[config.mk]
export PLATFORM = sky130hd
export DESIGN_NAME = planar_write_steer
export DESIGN_NICKNAME = d
export VERILOG_FILES = /design/src/rtl/planar_steer_pkg.sv /design/src/rtl/planar_steer_ctrl.sv /design/src/rtl/planar_steer_dp.sv /design/src/rtl/planar_write_steer.sv
export SDC_FILE = /design/constraint.sdc
export NUM_CORES = 1
export LEC_CHECK = 0
export ABC_AREA = 1
export BUFFER_PORTS_ARGS = -buffer_cell sky130_fd_sc_hd__buf_2
export CAP_MARGIN = 20
export CELL_PAD_IN_SITES_DETAIL_PLACEMENT = 1
export CELL_PAD_IN_SITES_GLOBAL_PLACEMENT = 1
export CORE_UTILIZATION = 32
export CTS_BUF_LIST = sky130_fd_sc_hd__clkbuf_2 sky130_fd_sc_hd__clkbuf_4 sky130_fd_sc_hd__clkbuf_8
export DETAILED_ROUTE_END_ITERATION = 12
export GPL_TIMING_DRIVEN = 0
export HOLD_SLACK_MARGIN = 0.06
export PLACE_DENSITY = 0.89
export SLEW_MARGIN = 25
export SYNTH_ARGS = -nofsm -noshare
export SYNTH_HDL_FRONTEND = slang
export SYNTH_SLANG_ARGS = --single-unit
[constraint.sdc]
create_clock -name clk -period 0.9 [get_ports clk]
set_input_delay 0.045 -clock clk [delete_from_list [all_inputs] [get_ports clk]]
set_output_delay 0.045 -clock clk [all_outputs]
set_load 0.02 [all_outputs]
[src/rtl/planar_steer_pkg.sv]
package planar_steer_pkg;

  localparam int NUM_PLANES = 4;
  localparam int SEL_W      = $clog2(NUM_PLANES);

  typedef enum logic [1:0] {
    MAP_PLANAR  = 2'd0,
    MAP_ODDEVEN = 2'd1,
    MAP_CHAIN4  = 2'd2
  } mapMode_e;

  // strobes handed from control to datapath for one CPU write
  typedef struct packed {
    logic                  issue;
    logic [NUM_PLANES-1:0] planeEn;
    mapMode_e              mode;
  } steerCtl_t;

endpackage

[src/rtl/planar_steer_ctrl.sv]
module planar_steer_ctrl
  import planar_steer_pkg::*;
#(
  parameter int             CFG_W       = 8,
  parameter logic [CFG_W-1:0] MASK_IDX  = 8'h02,
  parameter logic [CFG_W-1:0] MODE_IDX  = 8'h04,
  parameter int             CHAIN4_BIT  = 3,
  parameter int             ODDEVEN_BIT = 2
) (
  input  logic                  clk,
  input  logic                  rstN,
  input  logic                  cfgWrEn,
  input  logic                  cfgSelIndex,
  input  logic [CFG_W-1:0]      cfgData,
  input  logic                  cpuWrEn,
  input  logic [SEL_W-1:0]      addrLow,
  output steerCtl_t             ctl,
  output logic [NUM_PLANES-1:0] curMask,
  output logic                  curChain4,
  output logic                  curOddEven
);

  localparam logic [NUM_PLANES-1:0] MASK_RST = '1;

  logic [CFG_W-1:0]      idxReg;
  logic [NUM_PLANES-1:0] maskReg;
  logic                  chain4Reg;
  logic                  oddEvenReg;

  logic                  dataWr;
  logic                  maskLoad;
  logic                  modeLoad;

  assign dataWr   = cfgWrEn && !cfgSelIndex;
  assign maskLoad = dataWr && (idxReg == MASK_IDX);
  assign modeLoad = dataWr && (idxReg == MODE_IDX);

  always_ff @(posedge clk) begin
    if (!rstN) begin
      idxReg <= '0;
    end else if (cfgWrEn && cfgSelIndex) begin
      idxReg <= cfgData;
    end
  end

  always_ff @(posedge clk) begin
    if (!rstN) begin
      maskReg <= MASK_RST;
    end else if (maskLoad) begin
      maskReg <= cfgData[NUM_PLANES-1:0];
    end
  end

  always_ff @(posedge clk) begin
    if (!rstN) begin
      chain4Reg  <= 1'b0;
      oddEvenReg <= 1'b0;
    end else if (modeLoad) begin
      chain4Reg  <= cfgData[CHAIN4_BIT];
      oddEvenReg <= cfgData[ODDEVEN_BIT];
    end
  end

  // per-plane select decode for each addressing variant
  logic [NUM_PLANES-1:0] chainSel;
  logic [NUM_PLANES-1:0] pairSel;
  logic [NUM_PLANES-1:0] planarSel;

  for (genvar p = 0; p < NUM_PLANES; p++) begin : g_sel
    assign chainSel[p]  = (addrLow == SEL_W'(p));
    assign pairSel[p]   = (addrLow[0] == ((p % 2) == 1));
    assign planarSel[p] = 1'b1;
  end

  mapMode_e              modeNow;
  logic [NUM_PLANES-1:0] selNow;

  always_comb begin
    if (chain4Reg) begin
      modeNow = MAP_CHAIN4;
    end else if (oddEvenReg) begin
      modeNow = MAP_ODDEVEN;
    end else begin
      modeNow = MAP_PLANAR;
    end
  end

  always_comb begin
    unique case (modeNow)
      MAP_CHAIN4:  selNow = chainSel;
      MAP_ODDEVEN: selNow = pairSel;
      default:     selNow = planarSel;
    endcase
  end

  always_comb begin
    ctl.issue   = cpuWrEn;
    ctl.planeEn = maskReg & selNow;
    ctl.mode    = modeNow;
  end

  assign curMask    = maskReg;
  assign curChain4  = chain4Reg;
  assign curOddEven = oddEvenReg;

endmodule

[src/rtl/planar_steer_dp.sv]
module planar_steer_dp
  import planar_steer_pkg::*;
#(
  parameter int ADDR_W = 16,
  parameter int DATA_W = 8
) (
  input  logic                  clk,
  input  logic                  rstN,
  input  steerCtl_t             ctl,
  input  logic [ADDR_W-1:0]     cpuAddr,
  input  logic [DATA_W-1:0]     cpuData,
  output logic [NUM_PLANES-1:0] planeWe,
  output logic [ADDR_W-1:0]     planeAddr,
  output logic [DATA_W-1:0]     planeData
);

  logic [ADDR_W-1:0] offsetNow;

  always_comb begin
    unique case (ctl.mode)
      MAP_CHAIN4:  offsetNow = cpuAddr >> SEL_W;
      MAP_ODDEVEN: offsetNow = {cpuAddr[ADDR_W-1:1], 1'b0};
      default:     offsetNow = cpuAddr;
    endcase
  end

  always_ff @(posedge clk) begin
    if (!rstN) begin
      planeWe <= '0;
    end else begin
      planeWe <= ctl.issue ? ctl.planeEn : '0;
    end
  end

  always_ff @(posedge clk) begin
    if (!rstN) begin
      planeAddr <= '0;
      planeData <= '0;
    end else if (ctl.issue) begin
      planeAddr <= offsetNow;
      planeData <= cpuData;
    end
  end

endmodule

[src/rtl/planar_write_steer.sv]
module planar_write_steer
  import planar_steer_pkg::*;
#(
  parameter int ADDR_W = 16,
  parameter int DATA_W = 8,
  parameter int CFG_W  = 8
) (
  input  logic              clk,
  input  logic              rstN,
  input  logic              cfgWrEn,
  input  logic              cfgSelIndex,
  input  logic [CFG_W-1:0]  cfgData,
  input  logic              cpuWrEn,
  input  logic [ADDR_W-1:0] cpuAddr,
  input  logic [DATA_W-1:0] cpuData,
  output logic [3:0]        planeWe,
  output logic [ADDR_W-1:0] planeAddr,
  output logic [DATA_W-1:0] planeData
);

  steerCtl_t             ctl;
  logic [NUM_PLANES-1:0] curMask;
  logic                  curChain4;
  logic                  curOddEven;

  planar_steer_ctrl #(
    .CFG_W (CFG_W)
  ) u_ctrl (
    .clk        (clk),
    .rstN       (rstN),
    .cfgWrEn    (cfgWrEn),
    .cfgSelIndex(cfgSelIndex),
    .cfgData    (cfgData),
    .cpuWrEn    (cpuWrEn),
    .addrLow    (cpuAddr[SEL_W-1:0]),
    .ctl        (ctl),
    .curMask    (curMask),
    .curChain4  (curChain4),
    .curOddEven (curOddEven)
  );

  planar_steer_dp #(
    .ADDR_W (ADDR_W),
    .DATA_W (DATA_W)
  ) u_dp (
    .clk      (clk),
    .rstN     (rstN),
    .ctl      (ctl),
    .cpuAddr  (cpuAddr),
    .cpuData  (cpuData),
    .planeWe  (planeWe),
    .planeAddr(planeAddr),
    .planeData(planeData)
  );

endmodule

Word level (Yosys, flattened, before mapping)
Cells that the tools add are included.
{ "totals": {"regBits": 42, "input_bits": 37, "output_inout_bits": 28, "word_cells": 27} }
{ "op_classes": {"n_eq_ne": 7, "mux": 4, "n_bitwise": 2, "reduce_logical": 7} }
{ "ops": {"columns": ["operator", "n"], "rows": [
  ["$pmux W16 S2", 1],
  ["$eq A8 B2 Y1 const B", 1],
  ["$eq A8 B3 Y1 const B", 1],
  ["$pmux W4 S2", 1],
  ["$eq A2 B2 Y1 const B", 3],
  ["$and A4 B4 Y4", 1],
  ["$eq A2 B1 Y1 const B", 2],
  ["$logic_and A1 B1 Y1", 4],
  ["$logic_not A2 Y1", 1],
  ["$mux W2", 1],
  ["$reduce_and A2 Y1", 1],
  ["$logic_not A1 Y1", 1],
  ["$mux W1", 1],
  ["$not A1 Y1", 1]
]} }

Depth between registers and ports, before layout
{ "depth": {"ltp_word": 5, "ltp_mapped": 6, "depth_no_buf": 6} }

By module
A second synthesis with hierarchy kept.
{ "unflattened": {"cells_unflattened": 278, "hier_area_um2": 1956.9} }
{ "by_module_without_submodules": {"columns": ["module", "instances", "cells_per_inst", "area_per_inst_um2", "seq_area_each_um2"], "rows": [
  ["planar_steer_dp", 1, 186, 1287.5, 560.5],
  ["planar_steer_ctrl", 1, 92, 669.4, 280.3]
]} }

Worst setup path before layout
No wires, ideal clock.
{ "synth_path": {"path_kind": "reg2reg", "from": "register u_ctrl.idxReg[6]", "to": "register u_ctrl.maskReg[0] (netlist: u_ctrl.curMask[0])", "setup_time_ps": 123, "arrival_ps": 843, "path_slack_ps": -66, "path_stages_with_launch": 7, "path_buffers": 0, "synth_period_minus_slack_ps": 966, "path_cell_list": "dfxtp_1 inv_1 nand3_1 nor2_4 nand2_1 nand2_1 nand3_1"} }
{ "synth_via": {"elab_chain_cells": 2} }
{ "synth_rtl": {"columns": ["item", "line", "text"], "rows": [
  ["start: declaration", "planar_steer_ctrl.sv:25", "logic [CFG_W-1:0] idxReg;"],
  ["start signal: assignment", "planar_steer_ctrl.sv:42", "idxReg <= cfgData;"],
  ["$eq A8 B2 Y1", "planar_steer_ctrl.sv:35", "assign maskLoad = dataWr && (idxReg == MASK_IDX);"],
  ["$logic_and A1 B1 Y1", "planar_steer_ctrl.sv:35", null],
  ["end signal: assignment", "planar_steer_ctrl.sv:50", "maskReg <= cfgData[NUM_PLANES-1:0];"],
  ["end: declaration", "planar_steer_ctrl.sv:26", "logic [NUM_PLANES-1:0] maskReg;"]
]} }
No other way between the ends.
A chain may end at the register's enable or synchronous reset.

Worst setup path after layout
{ "layout_path": {"from": "register u_ctrl.idxReg[5]", "to": "register u_ctrl.maskReg[1] (netlist: u_ctrl.curMask[1])"} }
Same word-level chain as after synthesis.

==> out/summary.md <==
### Clocking
- H-tree depth: 2
- number of buffers created by CTS: 5
- clock latency reported for the late side of the worst-skew pair: 0.30 ns
- maximum buffer depth of the clock tree: 2
- TritonCTS clock tree: built
- clock transition at the registers of the reported paths: 0.08 ns
- buffer type at the clock tree root: sky130_fd_sc_hd__clkbuf_8
- sinks on the clock net: 42

### Route
- wire length after detailed routing: 5.88 mm
- wire length per cell: 15.3 um
- Final ANT Viol Nets: 0
- First-pass DRT Iterations: 4
- number of vias per cell after detailed routing: 4.91
- via count: 1892
- DRC violations left: 0
- drt initial violations: 83

### Status
- violated checks: setup timing
- result of the run: complete, but fails checks

### Global route
- first-pass GRT wire length: 8.98 mm
- total routing resource utilization after global routing: 21.6%
- number of global-route vias before repair: 1963
- Remaining Overflow, GRT: 0
- maximum number of pins on one net before global-route repair: 14
- number of antenna violations at the first check in global routing: 0

### Floorplanning
- Core Area: 4880 um2
- Top Ports: 65
- Die H: 74.3 um
- Initial Util: 34.2%
- die span in x: 74.3 um
- floorplan die area: 5510 um2
- row cnt: 25

### Hold path
- worst hold path type: in -> reg

### STA
- worst-margin pin slew: 0.288 ns
- RSZ-0062 raised after global routing: true
- Final Worst Setup Slack: -0.216 ns
- final slew viol count: 0
- Layout Skew: 0.00682 ns
- worst slew margin relative to its limit: 80.8%
- setup_tns: -1.36 ns
- final count of negative-setup-slack endpoints: 10
- Final Hold Vio Count: 0
- Max Fclk: 0.896 GHz
- min cycle time layout: 1.12 ns
- final worst-path cycle share: 124%

### Finish
- antenna diode count: 0
- layout overhead on the synthesized area: 59.7%
- design area: 2670 um2
- share of layout cells above drive strength 1: 37.7%
- Final Net Count: 354
- non-filler instance count after layout: 385

### Critical path
- startpoint types: flip-flop
- cell type group with the largest total delay on the critical path: simple AND/OR/NAND/NOR gates
- data arrival time of the critical path: 1.30 ns
- Critical Path End Type: flip-flop
- Worst Setup Path Type: reg -> reg
- required time at the endpoint of the critical path: 1.08 ns
- delay contributed by the slowest stage of the critical path: 0.34 ns
- WP buf/inv: 0
- Max FO, Critical Path: 7
- cells along the critical path: nor2_4 > nand2_2 > nor2_4 > nand2_2 > nand2_1 > nand3_2
- Worst path slowest cell: sky130_fd_sc_hd__dfxtp_2

### Flow run
- maxcap violations: 0

### Pwr
- post-route total power: 4.32 mW
- Worst IR Drop VDD: 0.743 mV
- Static Leakage: 1.26 nW
- pwr dens: 1620 nW/um2

### Placement
- RePlAce Congestion: 0.797
- cell area after placement: 2080 um2
- Buffers on Ports: 64
- number of instances in the placed design: 342
- DP Wirelength: 3.58 mm

### Synth
- synthesized netlist net count: 248
- unique cell type count in the Yosys netlist: 19
- synthesized flop and latch total: 42
- syn avg cell area: 7.92 um2
- area fraction of the dominant cell type after synthesis: 50.3%
- number of warnings reported in the yosys synthesis log: 0
- ranking of synthesized cells by area: sky130_fd_sc_hd__dfxtp_1 (50%), sky130_fd_sc_hd__a21oi_1 (10%), sky130_fd_sc_hd__o21ai_0 (9.0%)
- largest area contributor in the netlist: sky130_fd_sc_hd__dfxtp_1
- share of synthesized area occupied by flip-flops and latches: 50.3%
- Gate Count Post-Synth: 211
- synthesized area: 1670 um2

[worst min-delay path, delay by kind of cell]
kind	cells	cell delay, ns
simple gates	2	0.19
buf+inv	1	0.11
[Yosys cell counts, drive strengths merged]
master	instances
clkbuf	1
o21bai	1
nor2	35
inv	11
nor4b	2
nor3	1
nand3	13
nor3b	2
buf	10
nand2	28
o21ai	30
a21oi	35
dfxtp	42
[report_power, final]
group / internal [mW] / switching [mW] / total [mW]
logic: 0.354 / 0.446 / 0.801
registers: 1.97 / 0.0629 / 2.03
clock network: 0.817 / 0.673 / 1.49
total: 3.14 / 1.18 / 4.32
[flip-flops by register name (all words and copies together) (netlist names)]
signal and flops:
u_dp.planeAddr 16, u_ctrl.idxReg 8, u_dp.planeData 8, u_ctrl.curMask 4
u_dp.planeWe 4, u_ctrl.curChain4 1, u_ctrl.curOddEven 1
[logic make-up after synthesis]
logic type	count (synthesis)	share of synthesized area [%]
simple gates	81	21.9
buf+inv	22	7.12
flops	42	50.3
compound gates	66	20.6
[final timing paths]
kind                                        from                 to  slack, ns  cells after the start
worst max-delay path            u_ctrl.idxReg[5]  u_ctrl.curMask[1]      -0.22                      6
worst min register to register  u_ctrl.idxReg[6]   u_ctrl.idxReg[6]       0.45                      2
worst max register to register  u_ctrl.idxReg[5]  u_ctrl.curMask[1]      -0.22                      6
worst min-delay path                        rstN    u_dp.planeWe[0]       0.09                      3
[cell usage in the layout (no fill, tap or decap), types with 2 or more instances in the layout]
master	netlist	layout
sky130_fd_sc_hd__nand2_1	27	25
sky130_fd_sc_hd__buf_4	3	6
sky130_fd_sc_hd__nor2_4	2	4
sky130_fd_sc_hd__a21oi_2	0	10
sky130_fd_sc_hd__clkinv_2	0	2
sky130_fd_sc_hd__dfxtp_2	0	2
sky130_fd_sc_hd__nand3_1	13	12
sky130_fd_sc_hd__dfxtp_1	42	39
sky130_fd_sc_hd__buf_2	5	66
sky130_fd_sc_hd__nor3b_2	2	2
sky130_fd_sc_hd__nor2_1	33	28
sky130_fd_sc_hd__clkbuf_8	0	5
sky130_fd_sc_hd__inv_2	1	2
sky130_fd_sc_hd__nor2_2	0	3
sky130_fd_sc_hd__inv_1	9	8
sky130_fd_sc_hd__a21oi_1	35	24
sky130_fd_sc_hd__dlygate4sd3_1	0	32
sky130_fd_sc_hd__buf_6	2	4
sky130_fd_sc_hd__nand2_2	1	3
sky130_fd_sc_hd__o21ai_0	30	30
[what timing repair did]
action                                  in CTS  in global routing
endpoints found under the setup margin      20                 26
endpoints found under the hold margin       36                  0
pin swaps                                    5                  5
resized for setup                           15                 26
setup buffers                                2                  2
hold buffers                                32                  0
[area by class of cell]
| type | count | area (um2) |
|---|---|---|
| Buffer | 10 | 77.6 |
| Clock buffer | 5 | 68.8 |
| Inverter | 11 | 48.8 |
| Clock inverter | 3 | 40.0 |
| Multi-Input combinational cell | 147 | 818 |
| Sequential cell | 42 | 847 |
| Timing Repair Buffer | 100 | 683 |
| Tap cell | 67 | 83.8 |
| Fill cell | 620 | 2210 |
[per-stage QoR]
stage | utilization, % | setup slack [ns] | hold slack [ns]
global placement | 42.6 | -0.165 | 0.273
CTS | 52.4 | -0.184 | 0.0477
floorplan | - | -0.0598 | 0.180
global route | 54.7 | -0.280 | 0.107
detailed placement | 42.6 | -0.264 | 0.278
finish | 54.7 | -0.216 | 0.0918
[per-layer routing]
| metal | up-vias | global-route usage [%] | wire length [um] |
|---|---|---|---|
| met5 | - | 0 | 0 |
| met4 | 0 | 6.29 | 113 |
| met3 | 12 | 4.74 | 209 |
| met2 | 52 | 41.2 | 3150 |
| met1 | 916 | 23.8 | 2410 |
| li1 | 912 | - | - |
No activity file was read; power rests on OpenSTA's default activity.
